`src/rtl/lineIrqPkg.sv`:
```
package lineIrqPkg;

  // Source indications reported by the datapath to the control
  typedef struct packed {
    logic pinChg;     // unmasked pin about to change its visible value
    logic meterRise;  // metering done going 0 -> 1 at this edge
    logic rampRise;   // ramp ready going 0 -> 1 at this edge
  } srcEvt_t;

  // Strobes issued by the control to the datapath
  typedef struct packed {
    logic clearRst;   // drop the reset-status flag
  } ctrlStrobe_t;

endpackage

```
`src/rtl/lineIrqSync.sv`:
```
module lineIrqSync #(
  parameter int WIDTH  = 4,
  parameter int STAGES = 2
) (
  input  logic             clk,
  input  logic             rstN,
  input  logic [WIDTH-1:0] asyncIn,
  output logic [WIDTH-1:0] nextVal,
  output logic [WIDTH-1:0] curVal
);

  localparam int LAST = STAGES - 1;

  logic [WIDTH-1:0] chain [STAGES];

  always_ff @(posedge clk or negedge rstN) begin
    if (!rstN) chain[0] <= '0;
    else       chain[0] <= asyncIn;
  end

  for (genvar s = 1; s < STAGES; s++) begin : gStage
    always_ff @(posedge clk or negedge rstN) begin
      if (!rstN) chain[s] <= '0;
      else       chain[s] <= chain[s-1];
    end
  end

  assign nextVal = chain[LAST-1];
  assign curVal  = chain[LAST];

endmodule

```
`src/rtl/lineIrqDatapath.sv`:
```
module lineIrqDatapath
  import lineIrqPkg::*;
#(
  parameter int PIN_COUNT   = 4,
  parameter int SYNC_STAGES = 2,
  localparam int STATUS_W   = PIN_COUNT + 4
) (
  input  logic                 clk,
  input  logic                 rstN,
  input  logic [PIN_COUNT-1:0] pinIn,
  input  logic [PIN_COUNT-1:0] pinMask,
  input  logic                 meterDone,
  input  logic                 meterAbove,
  input  logic                 rampReady,
  input  logic                 rampStart,
  input  ctrlStrobe_t          strobe,
  output srcEvt_t              srcEvt,
  output logic [STATUS_W-1:0]  statusWord
);

  logic [PIN_COUNT-1:0] pinNext;
  logic [PIN_COUNT-1:0] pinCur;
  logic meterBit, threshBit, rampBit, rstBit;
  logic rampNext;

  lineIrqSync #(.WIDTH(PIN_COUNT), .STAGES(SYNC_STAGES)) i_pinSync (
    .clk     (clk),
    .rstN    (rstN),
    .asyncIn (pinIn),
    .nextVal (pinNext),
    .curVal  (pinCur)
  );

  assign rampNext = rampReady & ~rampStart;

  always_ff @(posedge clk or negedge rstN) begin
    if (!rstN) begin
      meterBit  <= 1'b0;
      threshBit <= 1'b0;
      rampBit   <= 1'b0;
      rstBit    <= 1'b1;
    end else begin
      meterBit  <= meterDone;
      threshBit <= meterAbove;
      rampBit   <= rampNext;
      if (strobe.clearRst) rstBit <= 1'b0;
    end
  end

  always_comb begin
    srcEvt.pinChg    = |((pinNext ^ pinCur) & ~pinMask);
    srcEvt.meterRise = meterDone & ~meterBit;
    srcEvt.rampRise  = rampNext & ~rampBit;
  end

  assign statusWord = {threshBit, rampBit, rstBit, meterBit, pinCur};

  // Once cleared, the reset flag stays clear until the next hardware reset
  assert_rst_flag_sticky_R7: assert property (@(posedge clk) disable iff (!rstN)
    !rstBit |=> !rstBit);

  // A ramp start forces the ready bit low at the following edge
  assert_ramp_start_clears_R4: assert property (@(posedge clk) disable iff (!rstN)
    rampStart |=> !statusWord[PIN_COUNT+2]);

  // Masked pins never signal an event
  assert_mask_blocks_R6: assert property (@(posedge clk) disable iff (!rstN)
    (&pinMask) |-> !srcEvt.pinChg);

endmodule

```
`src/rtl/lineIrqControl.sv`:
```
module lineIrqControl
  import lineIrqPkg::*;
(
  input  logic        clk,
  input  logic        rstN,
  input  logic        rdAck,
  input  srcEvt_t     srcEvt,
  output ctrlStrobe_t strobe,
  output logic        irqOut
);

  logic anyEvt;

  assign anyEvt = srcEvt.pinChg | srcEvt.meterRise | srcEvt.rampRise;

  always_ff @(posedge clk or negedge rstN) begin
    if (!rstN)       irqOut <= 1'b1;
    else if (anyEvt) irqOut <= 1'b1;
    else if (rdAck)  irqOut <= 1'b0;
  end

  always_comb begin
    strobe.clearRst = rdAck;
  end

  // A level interrupt holds until acknowledged
  assert_irq_holds_R9: assert property (@(posedge clk) disable iff (!rstN)
    (irqOut && !rdAck) |=> irqOut);

  // An event that collides with the acknowledge is not lost
  assert_evt_wins_ack_R8: assert property (@(posedge clk) disable iff (!rstN)
    (rdAck && anyEvt) |=> irqOut);

  // A quiet acknowledge drops the interrupt
  assert_ack_drops_irq_R7: assert property (@(posedge clk) disable iff (!rstN)
    (rdAck && !anyEvt) |=> !irqOut);

endmodule

```
`src/rtl/lineIrqStatus.sv`:
```
module lineIrqStatus
  import lineIrqPkg::*;
#(
  parameter int PIN_COUNT   = 4,
  parameter int SYNC_STAGES = 2,
  localparam int STATUS_W   = PIN_COUNT + 4
) (
  input  logic                 clk,
  input  logic                 rstN,
  input  logic [PIN_COUNT-1:0] pinIn,
  input  logic [PIN_COUNT-1:0] pinMask,
  input  logic                 meterDone,
  input  logic                 meterAbove,
  input  logic                 rampReady,
  input  logic                 rampStart,
  input  logic                 rdAck,
  output logic [STATUS_W-1:0]  statusOut,
  output logic                 irqOut
);

  srcEvt_t     srcEvt;
  ctrlStrobe_t strobe;

  lineIrqDatapath #(.PIN_COUNT(PIN_COUNT), .SYNC_STAGES(SYNC_STAGES)) i_datapath (
    .clk        (clk),
    .rstN       (rstN),
    .pinIn      (pinIn),
    .pinMask    (pinMask),
    .meterDone  (meterDone),
    .meterAbove (meterAbove),
    .rampReady  (rampReady),
    .rampStart  (rampStart),
    .strobe     (strobe),
    .srcEvt     (srcEvt),
    .statusWord (statusOut)
  );

  lineIrqControl i_control (
    .clk    (clk),
    .rstN   (rstN),
    .rdAck  (rdAck),
    .srcEvt (srcEvt),
    .strobe (strobe),
    .irqOut (irqOut)
  );

  // A metering-done rise raises the interrupt at the same edge
  assert_meter_rise_irq_R3: assert property (@(posedge clk) disable iff (!rstN)
    $rose(statusOut[PIN_COUNT]) |-> irqOut);

endmodule

```
`config.mk`:
```
export PLATFORM = sky130hd
export DESIGN_NAME = lineIrqStatus
export DESIGN_NICKNAME = d
export VERILOG_FILES = /design/src/rtl/lineIrqPkg.sv /design/src/rtl/lineIrqSync.sv /design/src/rtl/lineIrqDatapath.sv /design/src/rtl/lineIrqControl.sv /design/src/rtl/lineIrqStatus.sv
export SDC_FILE = /design/constraint.sdc
export NUM_CORES = 1
export LEC_CHECK = 0
export BUFFER_PORTS_ARGS = -buffer_cell sky130_fd_sc_hd__buf_2
export CORE_AREA = 5 5 45 47
export DETAILED_ROUTE_END_ITERATION = 10
export DIE_AREA = 0 0 50 52
export PLACE_DENSITY = 0.65
export SLEW_MARGIN = 5
export SYNTH_ARGS = -nofsm -noshare
export SYNTH_HDL_FRONTEND = slang
export SYNTH_SLANG_ARGS = --single-unit
```
`constraint.sdc`:
```
create_clock -name clk -period 3.6 [get_ports clk]
set_input_delay 0.36 -clock clk [delete_from_list [all_inputs] [get_ports clk]]
set_output_delay 0.36 -clock clk [all_outputs]
set_load 0.01 [all_outputs]
```
## Word-level counts from Yosys, hierarchy flattened

Cells that the tools add are included.

| storage, ports and cells | value |
|---|---|
| flip-flop bits (word level) | 13 |
| output and inout bits | 9 |
| logic and storage cells | 22 |

| cells by class | value |
|---|---|
| muxes and demuxes | 2 |
| bitwise logic cells | 11 |
| reduce and logical (&&, ||, !) cells | 2 |

Operator list:

| kind | count |
|---|---|
| 4-bit bitwise AND | 1 |
| 4-bit NOT | 1 |
| 4-bit OR reduction | 1 |
| 4-bit XOR | 1 |
| 1-bit bitwise AND | 3 |
| 1-bit NOT | 3 |
| 1-bit two-way mux | 2 |
| 1-bit OR | 2 |
| 2-bit nonzero test | 1 |

## Depth between registers and ports, before layout

| logic depth | value |
|---|---|
| word-level depth | 6 |
| gate-level depth with buffers | 3 |
| mapped depth without buffers | 3 |

## Modules after synthesis

A second synthesis with hierarchy kept.

| second synthesis, totals | value |
|---|---|
| cells, all modules | 31 |
| area, all modules | 467.9 µm² |

Modules (own cells, without submodules):

| module | times used | cells an instance | area each (µm²) | sequential area each (µm²) |
|---|---|---|---|---|
| lineIrqDatapath | 1 | 18 | 215.2 | 101.3 |
| lineIrqSync | 1 | 8 | 200.2 | 200.2 |
| lineIrqControl | 1 | 5 | 52.6 | 26.3 |

## Least setup slack after synthesis

No wires, ideal clock.

| timing path | value |
|---|---|
| path kind | input -> register |
| from | input port rampReady |
| to | register i_control.irqOut |
| library setup time | 0.094 ns |
| data arrival time | 1.128 ns |
| data required time | 3.506 ns |
| slack | 2.378 ns |
| stages | 3 |
| cells stage by stage | nor2b_1 > a221o_1 > or4_1 |

| between the ends | value |
|---|---|
| word-level cells in the longest chain between the ends | 4 |

RTL lines:

| element | RTL line | RTL |
|---|---|---|
| from (decl) | lineIrqStatus.sv:14 | `input logic rampReady,` |
| 1-bit bitwise AND * | lineIrqDatapath.sv:34 | `assign rampNext = rampReady & ~rampStart;` |
| 1-bit bitwise AND * | lineIrqDatapath.sv:53 | `srcEvt.rampRise = rampNext & ~rampBit;` |
| 1-bit OR * | lineIrqControl.sv:14 | `assign anyEvt = srcEvt.pinChg \| srcEvt.meterRise \| srcEvt.rampRise;` |
| 1-bit two-way mux / 2-bit nonzero test (equally long branches) | - |  |
| to (signal assigned) | lineIrqControl.sv:17 | `if (!rstN) irqOut <= 1'b1;` |
| to (signal assigned) | lineIrqControl.sv:18 | `else if (anyEvt) irqOut <= 1'b1;` |
| to (signal assigned) | lineIrqControl.sv:19 | `else if (rdAck) irqOut <= 1'b0;` |
| to (decl) | lineIrqControl.sv:9 | `output logic irqOut` |

Every way passes the cells marked *; elsewhere a longest branch is shown, timed or not.
A chain may end at the register's enable or synchronous reset.

## Worst setup path after layout

| timing path | value |
|---|---|
| from | register i_control.irqOut |
| to | output port irqOut |

RTL lines:

| element | RTL line | RTL |
|---|---|---|
| to (decl) | lineIrqStatus.sv:18 | `output logic irqOut` |

No word-level cell between the ends.

==> impl_metrics.json <==
{
  "grt_busiest_layer": "met2",
  "grt_use_total": 0.0688,
  "startpoint_type": "register",
  "postSynthCellCount": 31,
  "ant_nets": 0,
  "ys_seq_elements": 13,
  "cp_top_family": "flip-flops",
  "cts.path.max_buffers": 2,
  "cp_max_fo": 2,
  "gp_congestion": 0.621,
  "first_pass_iters": 2,
  "cts.sinks": 13,
  "cap_violations": 0,
  "post_cts_buffers": 0,
  "wl_um": 762,
  "first_global_vias": 305,
  "start_util": 0.279,
  "use_met1": 0.0661,
  "dp_slack_ns": 2.24,
  "vias": 289,
  "crit_path_top_delay_cell": "dfstp_2",
  "crit_type": "register to output pin",
  "portBuffers": 23,
  "synth_top_area_share": 0.611,
  "pin_count": 24,
  "seqPwrFrac": 0.590,
  "hold_viol": 0,
  "hp-class": "input pin to register",
  "gr-usage-met3": 0.0487,
  "cp_data_arrival_time_ns": 0.92,
  "fmax_ghz": 0.784,
  "syn_area_um2": 450,
  "cts_resized": 0,
  "diodes": 0,
  "root_buffer": "clkbuf_4",
  "core_um2": 1610,
  "leakage_nw": 0.293,
  "layout_setup_ws_ns": 2.32,
  "tightest_slew_ns": 0.278,
  "synth_nets": 46,
  "synth_cell_types": 10,
  "relSlewSlack": 0.815,
  "crit_path_max_incr_delay_ns": 0.53,
  "die_area_um2": 2600,
  "clock_skew_ns": 0.00253,
  "layout.nets": 71,
  "htreeDepth": 1,
  "drive_gt1_frac": 0.509,
  "synth_seq_area_share": 0.728,
  "area_delta_synth_final_pct": 31.7,
  "crit_path_end_kind": "output pin",
  "slew_violations": 0,
  "stdcell_area_um2": 593,
  "drt-wirelength-per-cell_um": 10.6,
  "place_area_um2": 557,
  "fin_hold_ws_ns": 0.198,
  "power.switching_uw": 56.0,
  "met2_usage": 0.113,
  "status": "finished, final reports clean",
  "fin_util": 0.367,
  "die_w_um": 50,
  "fin_crit_ns": 1.28,
  "combPwrFrac": 0.099,
  "rsz0062_at_grt": "no",
  "clkLatencyLatePin_ns": 0.26,
  "grt_first_pass_wirelength_mm": 1.32,
  "grt_max_degree": 14,
  "setup_viol": 0,
  "grt.overflow.total": 0,
  "switching_share": 0.209,
  "drc_errors": 0,
  "p_int_uw": 212,
  "synthTopCellsByArea": "dfrtp_1 (61%), dfstp_2 (12%), xnor2_1 (7.8%), buf_4 (6.7%), nor2b_1 (4.2%)",
  "tritoncts": "yes",
  "yosysWarningCount": 0,
  "synth_top_cell_by_area": "dfrtp_1",
  "crit_chain": "buf_2",
  "required_ns": 3.24,
  "rows": 15,
  "clkPwrFrac": 0.311,
  "numCtsBuffers": 3,
  "irDropWorstVdd_v": 0.000234,
  "avgViaCountPerCell": 4.01,
  "drt_iter0_markers": 1,
  "fp.dieH_um": 52,
  "timing.final.crit_share": 0.354,
  "worst-path-buf-inv": 1,
  "antenna_found_initial": 0,
  "synth_area_per_cell_um2": 14.5,
  "clk_pin_slew_ns": 0.07,
  "tns_ns": 0,
  "power_density_nw_per_um2": 451
}
## cell type report
class	instances	area (um^2)
clock buffer	4	26.3
fill	166	1020
inverter	2	7.51
multi-input combinational	12	85.1
sequential	13	328
tap	17	21.3
timing repair buffer	24	125
## logic make-up after synthesis
family | Yosys count | share of synthesized area
flip-flops | 13 | 0.728
AND/OR/NAND/NOR | 6 | 0.0750
buffers and inverters | 6 | 0.0833
XOR/XNOR | 4 | 0.0778
AO/OA/AOI/OAI | 2 | 0.0361
## routing by layer
layer	part of all wire	routed length (um)
met4	0	0
met2	0.54	409
met3	0.13	97
met5	0	0
met1	0.33	255
## sequential cells by signal (all words and copies together), names as in the netlist
| register | flops |
|---|---|
| i_datapath.i_pinSync.curVal | 4 |
| i_datapath.i_pinSync.nextVal | 4 |
| i_control.irqOut | 1 |
| i_datapath.meterBit | 1 |
| i_datapath.rampBit | 1 |
| i_datapath.rstBit | 1 |
| i_datapath.threshBit | 1 |
## stage by stage
step           cells  power [mW]
6_report          72       0.268
3_5_place_dp      67       0.188
4_1_cts           72       0.276
5_1_grt           72       0.286
2_1_floorplan     31       0.173
3_3_place_gp      67       0.187
## Yosys cell counts, drive strengths merged
cell / count
o22ai: 1
nor2b: 3
a221o: 1
buf: 4
dfrtp: 11
dfstp: 2
or4: 1
nor2: 2
xnor2: 4
inv: 2
## worst reg2reg max path: cells and delay by family, from the launching register on
kind / cells / cell delay, ns
compound gates: 1 / 0.10
xor+xnor: 1 / 0.16
flops: 1 / 0.39
simple gates: 1 / 0.50
## cells in the final DEF, fill, tap and decap left out
| master | synthesis | layout |
|---|---|---|
| a221o_1 | 1 | 1 |
| nor2_1 | 2 | 2 |
| nor2b_1 | 3 | 3 |
| dlygate4sd3_1 | 0 | 1 |
| clkbuf_4 | 0 | 3 |
| inv_1 | 2 | 2 |
| or4_1 | 1 | 1 |
| dfrtp_1 | 11 | 11 |
| xnor2_1 | 4 | 4 |
| clkbuf_1 | 0 | 1 |
| buf_2 | 0 | 23 |
| o22ai_1 | 1 | 1 |
| dfstp_2 | 2 | 2 |
## repair_timing
action                     in CTS  in global routing
hold endpoints to repair       11                  0
setup endpoints to repair       0                  0
hold buffers                    1                  0
## worst paths after layout
path	startpoint	end	slack (ns)	cells after the start
setup / recovery	i_control.irqOut$_DFFE_PN1P_	irqOut	2.32	1
hold / removal	pinIn[3]	i_datapath.i_pinSync.nextVal[3]$_DFF_PN0_	0.20	1
setup reg to reg	i_datapath.i_pinSync.curVal[2]$_DFF_PN0_	i_control.irqOut$_DFFE_PN1P_	2.38	3
hold reg to reg	i_datapath.i_pinSync.nextVal[0]$_DFF_PN0_	i_datapath.i_pinSync.curVal[0]$_DFF_PN0_	0.39	0
max in group asynchronous	rstN	i_datapath.rstBit$_DFFE_PN1P_	2.83	2
min in group asynchronous	rstN	i_datapath.meterBit$_DFF_PN0_	0.50	2
## power by group through the flow
stage	sequential [mW]	combinational (mW)	clock (mW)
finish	0.158	0.0265	0.0832
floorplan	0.162	0.0112	0
global placement	0.160	0.0267	0
global route	0.159	0.0302	0.0970
CTS	0.158	0.0276	0.0900
detailed placement	0.161	0.0267	0
(Power assumes the default switching activity.)
